[src/rtl/pwr_pkg.sv]
package pwr_pkg;

   localparam int STATE_W = 3;

   typedef enum logic [STATE_W-1:0] {
      ST_INIT   = 3'd0,
      ST_IDLE   = 3'd1,
      ST_ACTIVE = 3'd2,
      ST_APD    = 3'd3,
      ST_IPD    = 3'd4,
      ST_SR     = 3'd5,
      ST_DPD    = 3'd6
   } pstate_t;

endpackage

[src/rtl/pwr_cke_edge.sv]
// Registers the sampled clock enable and flags its first low sample.
module pwr_cke_edge (
   input  logic clk,
   input  logic rst_n,
   input  logic cke,
   output logic fall
);
   logic cke_q;

   always_ff @(posedge clk or negedge rst_n) begin
      if (!rst_n) cke_q <= 1'b0;
      else        cke_q <= cke;
   end

   assign fall = cke_q & ~cke;
endmodule

[src/rtl/pwr_entry_dec.sv]
// Picks the power-down state entered in an entry cycle.
module pwr_entry_dec
   import pwr_pkg::*;
#(
   parameter int               OP_W   = 3,
   parameter logic [OP_W-1:0]  OP_REF = 3'b001,
   parameter logic [OP_W-1:0]  OP_BST = 3'b110
) (
   input  logic            bank_open,
   input  logic            is_nop,
   input  logic [OP_W-1:0] opcode,
   output pstate_t         target,
   output logic            illegal
);
   always_comb begin
      target  = ST_IPD;
      illegal = 1'b0;
      if (bank_open) begin
         target = ST_APD;
      end else if (is_nop) begin
         target = ST_IPD;
      end else if (opcode == OP_REF) begin
         target = ST_SR;
      end else if (opcode == OP_BST) begin
         target = ST_DPD;
      end else begin
         target  = ST_IPD;
         illegal = 1'b1;
      end
   end
endmodule

[src/rtl/pwr_err_flag.sv]
// Protocol-error flag, sticky or single-cycle by parameter.
module pwr_err_flag #(
   parameter bit STICKY = 1'b1
) (
   input  logic clk,
   input  logic rst_n,
   input  logic set,
   output logic flag
);
   logic flag_q;

   generate
      if (STICKY) begin : g_sticky
         always_ff @(posedge clk or negedge rst_n) begin
            if (!rst_n) flag_q <= 1'b0;
            else        flag_q <= flag_q | set;
         end
      end else begin : g_pulse
         always_ff @(posedge clk or negedge rst_n) begin
            if (!rst_n) flag_q <= 1'b0;
            else        flag_q <= set;
         end
      end
   endgenerate

   assign flag = flag_q;
endmodule

[src/rtl/pwr_state_ctl.sv]
// Clock-enable driven power state controller.
module pwr_state_ctl
   import pwr_pkg::*;
#(
   parameter int               OP_W       = 3,
   parameter logic [OP_W-1:0]  OP_NOP     = 3'b111,
   parameter logic [OP_W-1:0]  OP_REF     = 3'b001,
   parameter logic [OP_W-1:0]  OP_BST     = 3'b110,
   parameter bit               ERR_STICKY = 1'b1
) (
   input  logic               clk,
   input  logic               rst_n,
   input  logic               cke,
   input  logic               sel_n,
   input  logic [OP_W-1:0]    opcode,
   input  logic               bank_open,
   input  logic               init_done,
   output logic [STATE_W-1:0] pstate,
   output logic               cmd_block,
   output logic               proto_err
);
   // elaboration checks
   if (OP_W != 3) begin : g_bad_width
      $error("pwr_state_ctl: OP_W must be 3");
   end
   if (OP_NOP == OP_REF || OP_NOP == OP_BST || OP_REF == OP_BST) begin : g_bad_ops
      $error("pwr_state_ctl: opcodes must be distinct");
   end

   pstate_t st_q, st_d, entry_tgt;
   logic    fall, is_nop, entry_bad, awake, blocked, err_set;

   assign is_nop = sel_n | (opcode == OP_NOP);
   assign awake  = (st_q == ST_IDLE) | (st_q == ST_ACTIVE);

   pwr_cke_edge u_edge (
      .clk   (clk),
      .rst_n (rst_n),
      .cke   (cke),
      .fall  (fall)
   );

   pwr_entry_dec #(
      .OP_W   (OP_W),
      .OP_REF (OP_REF),
      .OP_BST (OP_BST)
   ) u_dec (
      .bank_open (bank_open),
      .is_nop    (is_nop),
      .opcode    (opcode),
      .target    (entry_tgt),
      .illegal   (entry_bad)
   );

   always_comb begin
      st_d = st_q;
      case (st_q)
         ST_INIT:            if (init_done) st_d = ST_IDLE;
         ST_IDLE, ST_ACTIVE: st_d = fall ? entry_tgt
                                         : (bank_open ? ST_ACTIVE : ST_IDLE);
         ST_APD:             if (cke) st_d = ST_ACTIVE;
         ST_IPD, ST_SR:      if (cke) st_d = ST_IDLE;
         ST_DPD:             if (cke) st_d = ST_INIT;
         default:            st_d = ST_INIT;
      endcase
   end

   always_ff @(posedge clk or negedge rst_n) begin
      if (!rst_n) st_q <= ST_INIT;
      else        st_q <= st_d;
   end

   assign blocked = ~awake;
   assign err_set = (blocked & ~is_nop) | (awake & fall & entry_bad);

   pwr_err_flag #(.STICKY(ERR_STICKY)) u_err (
      .clk   (clk),
      .rst_n (rst_n),
      .set   (err_set),
      .flag  (proto_err)
   );

   assign pstate    = st_q;
   assign cmd_block = blocked;
endmodule

[config.mk]
export PLATFORM = sky130hd
export DESIGN_NAME = pwr_state_ctl
export DESIGN_NICKNAME = d
export VERILOG_FILES = /design/src/rtl/pwr_pkg.sv /design/src/rtl/pwr_cke_edge.sv /design/src/rtl/pwr_entry_dec.sv /design/src/rtl/pwr_err_flag.sv /design/src/rtl/pwr_state_ctl.sv
export SDC_FILE = /design/constraint.sdc
export NUM_CORES = 1
export LEC_CHECK = 0
export CAP_MARGIN = 20
export CORE_AREA = 2 2 39 41
export CTS_CLUSTER_SIZE = 40
export DETAILED_ROUTE_END_ITERATION = 12
export DIE_AREA = 0 0 41 43
export GPL_TIMING_DRIVEN = 0
export PLACE_DENSITY = 0.57
export SLEW_MARGIN = 20
export SYNTH_ARGS = -nofsm -noshare
export SYNTH_HDL_FRONTEND = slang
export SYNTH_HIERARCHICAL = 1
export SYNTH_SLANG_ARGS = --single-unit
[constraint.sdc]
create_clock -name clk -period 1.9 [get_ports clk]
set_clock_uncertainty 0.05 [all_clocks]
set_input_delay 0.38 -clock clk [delete_from_list [all_inputs] [get_ports clk]]
set_output_delay 0.38 -clock clk [all_outputs]
set_load 0.05 [all_outputs]
; ---- Word level (Yosys, flattened, before mapping)
; Cells that the tools add are included.
[totals]
ff_bits = 5
inputBits = 9
out_inout_bits = 5
word_cells = 46
[op_classes]
eq_ne = 13
n_mux = 15
bitwise = 11
n_reduce_logical = 4
[ops]
columns = cell, n
row1 = 3-bit two-way mux, 8
row2 = "3-bit equality test, second input constant", 5
row3 = 3-bit case mux with 5 select lines, 1
row4 = "2-bit != test, second input constant", 4
row5 = "3-bit by 1-bit equality test with 1-bit output, second input constant", 2
row6 = "3-bit by 2-bit equality test with 1-bit output, second input constant", 2
row7 = 1-bit AND, 4
row8 = 1-bit two-way mux, 4
row9 = 2-bit two-way mux, 2
row10 = 1-bit OR, 4
row11 = 4-bit AND reduction, 1
row12 = 2-bit OR reduction, 2
row13 = 3-bit logical NOT, 1
row14 = 1-bit inverter, 3

; ---- Longest topological paths before layout
; Gate-level depths: netlist of run 1.
[depth]
depth_word = 8
ltp_mapped = 5
ltp_nobuf = 5

; ---- Cells and area by module
; Netlist of run 1, hierarchy kept.
[modules_own_cells]
columns = mod, n_inst, cells_per_inst, area_each_um2, seq_area_each_um2
row1 = pwr_state_ctl, 1, 27, 231.5, 75.1
row2 = pwr_entry_dec, 1, 8, 57.6, 0.0
row3 = pwr_cke_edge, 1, 2, 38.8, 25.0
row4 = pwr_err_flag, 1, 2, 31.3, 25.0

; ---- Worst setup path before layout of run 1
; Ideal clock, no wire load.
[synth_path]
path_type = register to register
startpoint = reg st_q[0] (netlist: pstate[0])
endpoint = reg u_err.flag_q (netlist: u_err/flag)
setup_ns = 0.124
t_arrival_ns = 1.799
t_required_ns = 1.726
slack_ns = -0.073
path_stages_with_launch = 6
path_buffers = 1
period_less_slack_ns = 1.973
cell_sequence = dfrtp_1 -> buf_4 -> or2b_1 -> a21o_1 -> mux2i_1 -> or2_1
[synth_via]
elab_chain_cells = 6
elab_cells_between_ends = 9
classes_between = 2 x eq/ne / 7 x bitwise
[synth_lines]
columns = element, line_no
row1 = "start, declared", pwr_state_ctl.sv:30  ; pstate_t st_q, st_d, entry_tgt;
row2 = "start signal, assigned", pwr_state_ctl.sv:70  ; else st_q <= st_d;
row3 = 3-bit by 1-bit equality test with 1-bit output or 3-bit by 2-bit equality test with 1-bit output (tied branches), pwr_state_ctl.sv:34  ; assign awake = (st_q == ST_IDLE) | (st_q == ST_ACTIVE);
row4 = 1-bit OR (*), pwr_state_ctl.sv:34
row5 = 1-bit inverter (*), pwr_state_ctl.sv:73  ; assign blocked = ~awake;
row6 = net cmd_block, pwr_state_ctl.sv:19  ; output logic cmd_block,
row7 = 1-bit AND (*), pwr_state_ctl.sv:74  ; assign err_set = (blocked & ~is_nop) | (awake & fall & entry_bad);
row8 = 1-bit OR (*), pwr_state_ctl.sv:74
row9 = net err_set, pwr_state_ctl.sv:31  ; logic fall, is_nop, entry_bad, awake, blocked, err_set;
row10 = 1-bit OR (*), pwr_err_flag.sv:16  ; else flag_q <= flag_q | set;
row11 = "end signal, assigned", pwr_err_flag.sv:16
row12 = "end, declared", pwr_err_flag.sv:10  ; logic flag_q;
; Mark *: on every way through the listed nets, which the timed path passes. The rest lies on a longest branch.
; A chain may end at the register's enable or synchronous reset.

; ---- Worst setup path after layout of run 1
[layout_path]
startpoint = reg st_q[0] (netlist: pstate[0])
endpoint = out pstate[0]
[layout_rtl]
columns = element, line_no
row1 = "end, declared", pwr_state_ctl.sv:18  ; output logic [STATE_W-1:0] pstate,
; No word-level cell between the ends.

==> reports/qor.yml, run 1 <==
floorplan:
  io_pins: 14
  die_w_um: 41
  design.die.area_mm2: 0.00176
  die_h_um: 43
  core_mm2: 0.00138
  start_util_pct: 25.9
  rows: 14
synth:
  syn-num-nets: 48
  synth_mux_area_share_pct: 2.79
  synth_edf_count: 0
  synthAdderAreaFrac_pct: 0
  netlist_area_um2: 359
  synth-seq-cells: 5
  ys_warn_count: 6
  synth_top_family_by_area: "simple AND/OR/NAND/NOR gates"
  ys_types: 23
  avgSynthCellArea_um2: 9.21
  async_flop_share_pct: 100
  synth_xor_area_share_pct: 0
  synthSimpleGateAreaFrac_pct: 29.6
  synth_flop_cell: "dfrtp_1"
  seq_area_frac_synth_pct: 34.8
  syn_inst: 39
  synth-compound-area-share_pct: 27.5
timing:
  fmax_mhz: 552
  whs_ps: 313
  worstMarginPinSlew_ps: 488
  layout_min_cycle_time_ps: 1810
  fin_crit_sh_pct: 95.3
  drv_slew: 0
  slew_headroom_pct: 67.4
  tns_ps: 0
  rsz0062_at_grt: "false"
  hold_violations: 0
  final-setup-viol-count: 0
route:
  vias: 348
  routed_wirelength_um: 820
  antenna_left: 0
  drt-initial-drc-count: 2
  avgRoutedWirePerCell_um: 11.4
  firstDrtPassIters: 4
  post_drt_via_cell_ratio: 4.83
  drc: 0
clock_network:
  post-cts-setup-buffers: 0
  clockRootBuffer: "clkbuf_4"
  cts_buffers: 3
  clock-sinks: 5
  h-tree-depth: 1
  clk_latency_ps: 240
  cts_hold_buffers: 0
  cts.clk_slew.worst_paths_ps: 50
  cts_buffer_depth: 2
  cts_tree: "yes"
place:
  dpl_cell_area_um2: 510
  dp.cells: 68
  io_buffers: 13
  dp_hpwl_um: 618
  gp_congestion: 0.715
job:
  cap_violations: 0
grt:
  grt_pass1_vias: 334
  grt-ovfl-total: 0
  grt_start_max_net_pins: 11
  grt_pass1_wl_um: 1280
  antenna_found_initial: 0
  grt_use_total_pct: 10.7
worst_setup_path:
  crit_path_top_delay_cell: "clkdlybuf4s50_1"
  worst_ep_arrival_time_ps: 1380
  required_ps: 1470
  max_stage_delay_ps: 790
  start_kind: "register"
  cp_top_family: "buffers and inverters"
  crit_path_end_kind: "output pin"
  cp_max_fo: 2
  worst-path-buf-inv: 1
  crit_type: "register to output pin"
  crit_chain: "clkdlybuf4s50_1"
power:
  p_per_area_mw_per_mm2: 1410
  p_leak_uw: 0.000224
  max-vdd-ir-drop_uv: 422
finish:
  nFillCells: 153
  instances_no_fill: 72
  area_delta_synth_final_pct: 47.4
  drive_above_1_share_pct: 17.9
  antenna_cells: 0
  fin_nets: 66
  final_area_um2: 529
status:
  status: "finished, final reports clean"
worst_hold_path:
  hold_class: "input port to asynchronous set/reset pin"
==> worst paths after layout <==
check,startpoint,endpoint,slack (ps),cells past startpoint
max,pstate[0]$_DFFE_PN0P_,pstate[0],90,1
min,rst_n,u_err/flag$_DFF_PN0_,310,1
min reg2reg,u_err/flag$_DFF_PN0_,u_err/flag$_DFF_PN0_,420,1
max in group asynchronous,rst_n,pstate[0]$_DFFE_PN0P_,1280,1
max reg2reg,pstate[1]$_DFFE_PN0P_,pstate[0]$_DFFE_PN0P_,400,3
min in group clk,u_err/flag$_DFF_PN0_,u_err/flag$_DFF_PN0_,420,1
==> power breakdown <==
group | leakage, uW | switching [uW] | internal (uW)
sequential | 0.0000563 | 46.8 | 138
clock | 0.0000150 | 43.0 | 79.4
combinational | 0.000153 | 268 | 170
total | 0.000224 | 357 | 387
==> area by class of cell <==
class	instances	area, um2	area share, %
Tap cell	16	20.0	3.78
Timing Repair Buffer	13	123	23.2
Clock buffer	4	26.3	4.96
Inverter	3	11.3	2.13
Sequential cell	5	126	23.9
Multi-Input combinational cell	30	215	40.7
Buffer	1	7.51	1.42
==> metrics by stage <==
| step | util [%] | power, uW | worst slack [ps] |
|---|---|---|---|
| after floorplan | - | 507 | 69.4 |
| after global placement | 36.9 | 650 | -147 |
| after detailed placement | 36.9 | 652 | -157 |
| after CTS | 38.7 | 763 | -36.9 |
| after global routing | 38.2 | 796 | 11.2 |
| final | 38.2 | 744 | 89.2 |
==> registers in the layout (all words and copies together) (netlist names) <==
| signal | count |
|---|---|
| pstate | 3 |
| u_edge/cke_q | 1 |
| u_err/flag | 1 |
==> routing by layer <==
metal  wire length (um)  GRT usage [%]  vias to the layer above
met3                 27           6.28                        0
met1                442           13.3                      161
met2                350           15.6                        6
li1                   -              -                      181
met4                  0           2.00                        0
met5                  0              0                        -
==> placed cells by master (no fill, tap or decap), drive strengths merged <==
cell type       n
a2111oi         1
a21o            1
a221o           1
a221oi          2
a31o            2
a31oi           2
and3            1
buf             2
clkbuf          4
clkdlybuf4s50  10
dfrtp           5
dlygate4sd2     2
inv             3
mux2i           1
nand2           2
nand2b          1
nor2            3
nor2b           3
nor3b           1
nor4            1
o21ai           2
o41ai           1
or2             3
or2b            1
or3b            1
==> cell families (layout without fill, tap and decap cells) <==
logic type,Yosys count,count (layout)
simple gates,17,17
flops,5,5
buf+inv,4,21
mux,1,1
compound gates,12,12
==> synthesized netlist by cell type (2+ instances only) <==
master / instances / area, um2
inv_1: 3 / 11.3
nor2_1: 3 / 11.3
a221oi_1: 2 / 17.5
or2_1: 3 / 18.8
a31o_2: 2 / 17.5
a31oi_1: 2 / 12.5
nand2_1: 2 / 7.51
nor2b_1: 2 / 12.5
dfrtp_1: 5 / 125
o21ai_0: 2 / 10.0
==> what timing repair did <==
action                                  in CTS  in global routing
gates cloned                                 0                  0
resized for setup                            5                  2
endpoints found under the setup margin       3                  1
Note: power is estimated with default switching activity, not from simulation.
==> run 2: changes to the inputs <==
--- a/config.mk
+++ b/config.mk
@@ -5,13 +5,14 @@
 export SDC_FILE = /design/constraint.sdc
 export NUM_CORES = 1
 export LEC_CHECK = 0
+export ABC_AREA = 1
 export CAP_MARGIN = 20
 export CORE_AREA = 2 2 39 41
 export CTS_CLUSTER_SIZE = 40
 export DETAILED_ROUTE_END_ITERATION = 12
 export DIE_AREA = 0 0 41 43
 export GPL_TIMING_DRIVEN = 0
-export PLACE_DENSITY = 0.57
+export PLACE_DENSITY = 0.58
 export SLEW_MARGIN = 20
 export SYNTH_ARGS = -nofsm -noshare
 export SYNTH_HDL_FRONTEND = slang
==> run 2 against run 1 <==
Against the previous run: total power is 6.1% lower; global-route usage up 2.0 points; final cell count is 31% higher; via count rose by 16%; sequential cell count did not move; clock-buffer cell count is the same; area after synthesis rose by 3.8%; fmax rose by 0.46%; register-to-register slack better by 320 ps; hold slack gained 8.4 ps; worst setup slack better by 8.3 ps; non-clock buffer count is 1 lower; critical path type unchanged; largest cell class unchanged.
==> reports/qor.yml, run 2 <==
status:
  status: "finished, final reports clean"
worst_setup_path:
  crit_type: "register to output pin"
  max_stage_delay_ps: 800
  reg2reg_depth: 7
  crit_path_top_delay_cell: "clkdlybuf4s50_1"
  reg2reg_to: "u_err/flag$_DFF_PN0_"
  rrSetupSlack_ps: 720
  cp_max_fo: 2
  cp_top_family: "buffers and inverters"
  worst_ep_arrival_time_ps: 1370
  r2r_start: "pstate[1]$_DFFE_PN0P_"
  crit_path_end_kind: "output pin"
  worst-path-buf-inv: 1
  required_ps: 1470
  crit_chain: "clkdlybuf4s50_1"
  start_kind: "register"
timing:
  slew_headroom_pct: 67.3
  worstMarginPinSlew_ps: 489
  drv_slew: 0
  hold_violations: 0
  final-setup-viol-count: 0
  fmax_mhz: 555
  fin_crit_sh_pct: 94.9
  setup_ws_ps: 97.5
  layout_min_cycle_time_ps: 1800
  rsz0062_at_grt: "false"
synth:
  seq_area_frac_synth_pct: 33.6
  yosysMostFrequentCell: "nand2_1"
  syn-num-nets: 70
  netlist_area_um2: 373
  synth-seq-cells: 5
  syn_inst: 61
  async_flop_share_pct: 100
  ys_warn_count: 6
  synth_edf_count: 0
  synth_flop_cell: "dfrtp_1"
  ys_types: 11
  synth_top_cell_area_share_pct: 33.6
  ys_top_cells_by_area: "dfrtp_1 (34%), nand2_1 (19%), inv_1 (12%)"
  avgSynthCellArea_um2: 6.11
  synth.largest_area_cell: "dfrtp_1"
  synthTopCellsByCount: "nand2_1 (19), inv_1 (12), nor2_1 (8)"
finish:
  drive_above_1_share_pct: 14.1
  regArea_um2: 125
  largest_reg_flops: 3
  final_common_cell: "nand2_1"
  nFillCells: 151
  multi_input_area_um2: 203
  final_cell_mix: "nand2_1 (19), inv_1 (12), clkdlybuf4s50_1 (9)"
  antenna_cells: 0
  area_delta_synth_final_pct: 45.0
  post-route-util_pct: 39.1
  fin_nets: 88
place:
  dp_slack_ps: -97.4
  dp_hpwl_um: 653
  gp_congestion: 0.729
  io_buffers: 13
power:
  p_per_area_mw_per_mm2: 1290
  p_sw_share_pct: 52.9
  switchingPower_uw: 370
  power_frac_seq_pct: 24.6
  p_clk_share_pct: 17.6
  p_int_uw: 329
  p_leak_uw: 0.000288
  max-vdd-ir-drop_uv: 816
  power_frac_comb_pct: 57.8
grt:
  grt_start_max_net_pins: 7
  grt_pass1_wl_um: 1440
  grt-ovfl-total: 0
  busiest_layer: "met2"
  grt_util_met3_pct: 7.85
  antenna_found_initial: 0
  grt_pass1_vias: 360
  met1_usage_pct: 13.4
  grt.met2_usage_pct: 19.1
  grt_use_total_pct: 12.7
floorplan:
  rows: 14
  die_w_um: 41
  io_pins: 14
  core_mm2: 0.00138
  start_util_pct: 26.9
  design.die.area_mm2: 0.00176
  die_h_um: 43
clock_network:
  cts_buffers: 3
  cts_tree: "yes"
  h-tree-depth: 1
  cts.clk_slew.worst_paths_ps: 40
  clk_latency_ps: 240
  clockRootBuffer: "clkbuf_4"
  clock-sinks: 5
  cts_buffer_depth: 2
  cts_hold_buffers: 0
route:
  routed_wirelength_um: 807
  drt-initial-drc-count: 12
  drc: 0
  vias: 405
  post_drt_via_cell_ratio: 4.31
  firstDrtPassIters: 4
  avgRoutedWirePerCell_um: 8.59
  antenna_left: 0
worst_hold_path:
  hold_class: "input port to asynchronous set/reset pin"
job:
  cap_violations: 0
-- run 2: kinds of logic after synthesis --
logic type | after synthesis | synth area share, %
buffers and inverters | 12 | 12.1
DFF | 5 | 33.6
AOI/OAI and AO/OA | 4 | 6.38
and+or+nand+nor | 40 | 48.0
-- run 2: layer usage --
layer | up-vias | share of wire (%)
met5 | - | 0
met4 | 0 | 0
met3 | 0 | 7.4
li1 | 219 | -
met2 | 12 | 48
met1 | 174 | 44
-- run 2: how the worst max path moves through the flow --
stage / to / slack (ps) / cells after the start / startpoint
after floorplan: cmd_block / 160 / 4 / pstate[1]$_DFFE_PN0P_
after global placement: cmd_block / -110 / 4 / pstate[1]$_DFFE_PN0P_
after detailed placement: cmd_block / -100 / 4 / pstate[1]$_DFFE_PN0P_
after CTS: cmd_block / 20 / 5 / pstate[1]$_DFFE_PN0P_
after global routing: proto_err / 40 / 1 / u_err/flag$_DFF_PN0_
final: proto_err / 100 / 1 / u_err/flag$_DFF_PN0_
-- run 2: stage by stage --
stage	setup TNS [ps]	hold slack, ps	instances	total power [uW]	area, um2
after CTS	0	310	94	723	547
after detailed placement	-97.4	398	90	613	523
final	0	321	94	699	541
after global placement	-107	398	90	612	523
after floorplan	0	34.4	61	475	373
after global routing	0	322	94	765	541
-- run 2: power by group through the flow --
stage                     combinational, uW  clock [uW]  sequential, uW
after floorplan                         224           0             251
after global placement                  438           0             174
after detailed placement                440           0             173
after CTS                               421         132             170
after global routing                    443         143             179
final                                   404         123             172
-- run 2: cell type report --
cell class                      count  area share [%]
Clock buffer                        4            4.86
Inverter                           12            8.33
Multi-Input combinational cell     44            37.5
Timing Repair Buffer               13            22.5
Tap cell                           16            3.70
Sequential cell                     5            23.1
-- run 2: what timing repair did --
action / CTS / global route
gates resized for setup: 6 / 2
cloned: 0 / 0
setup endpoints to repair: 4 / 1
endpoints found under the hold margin: 0 / 0
buffers inserted: 0 / 0
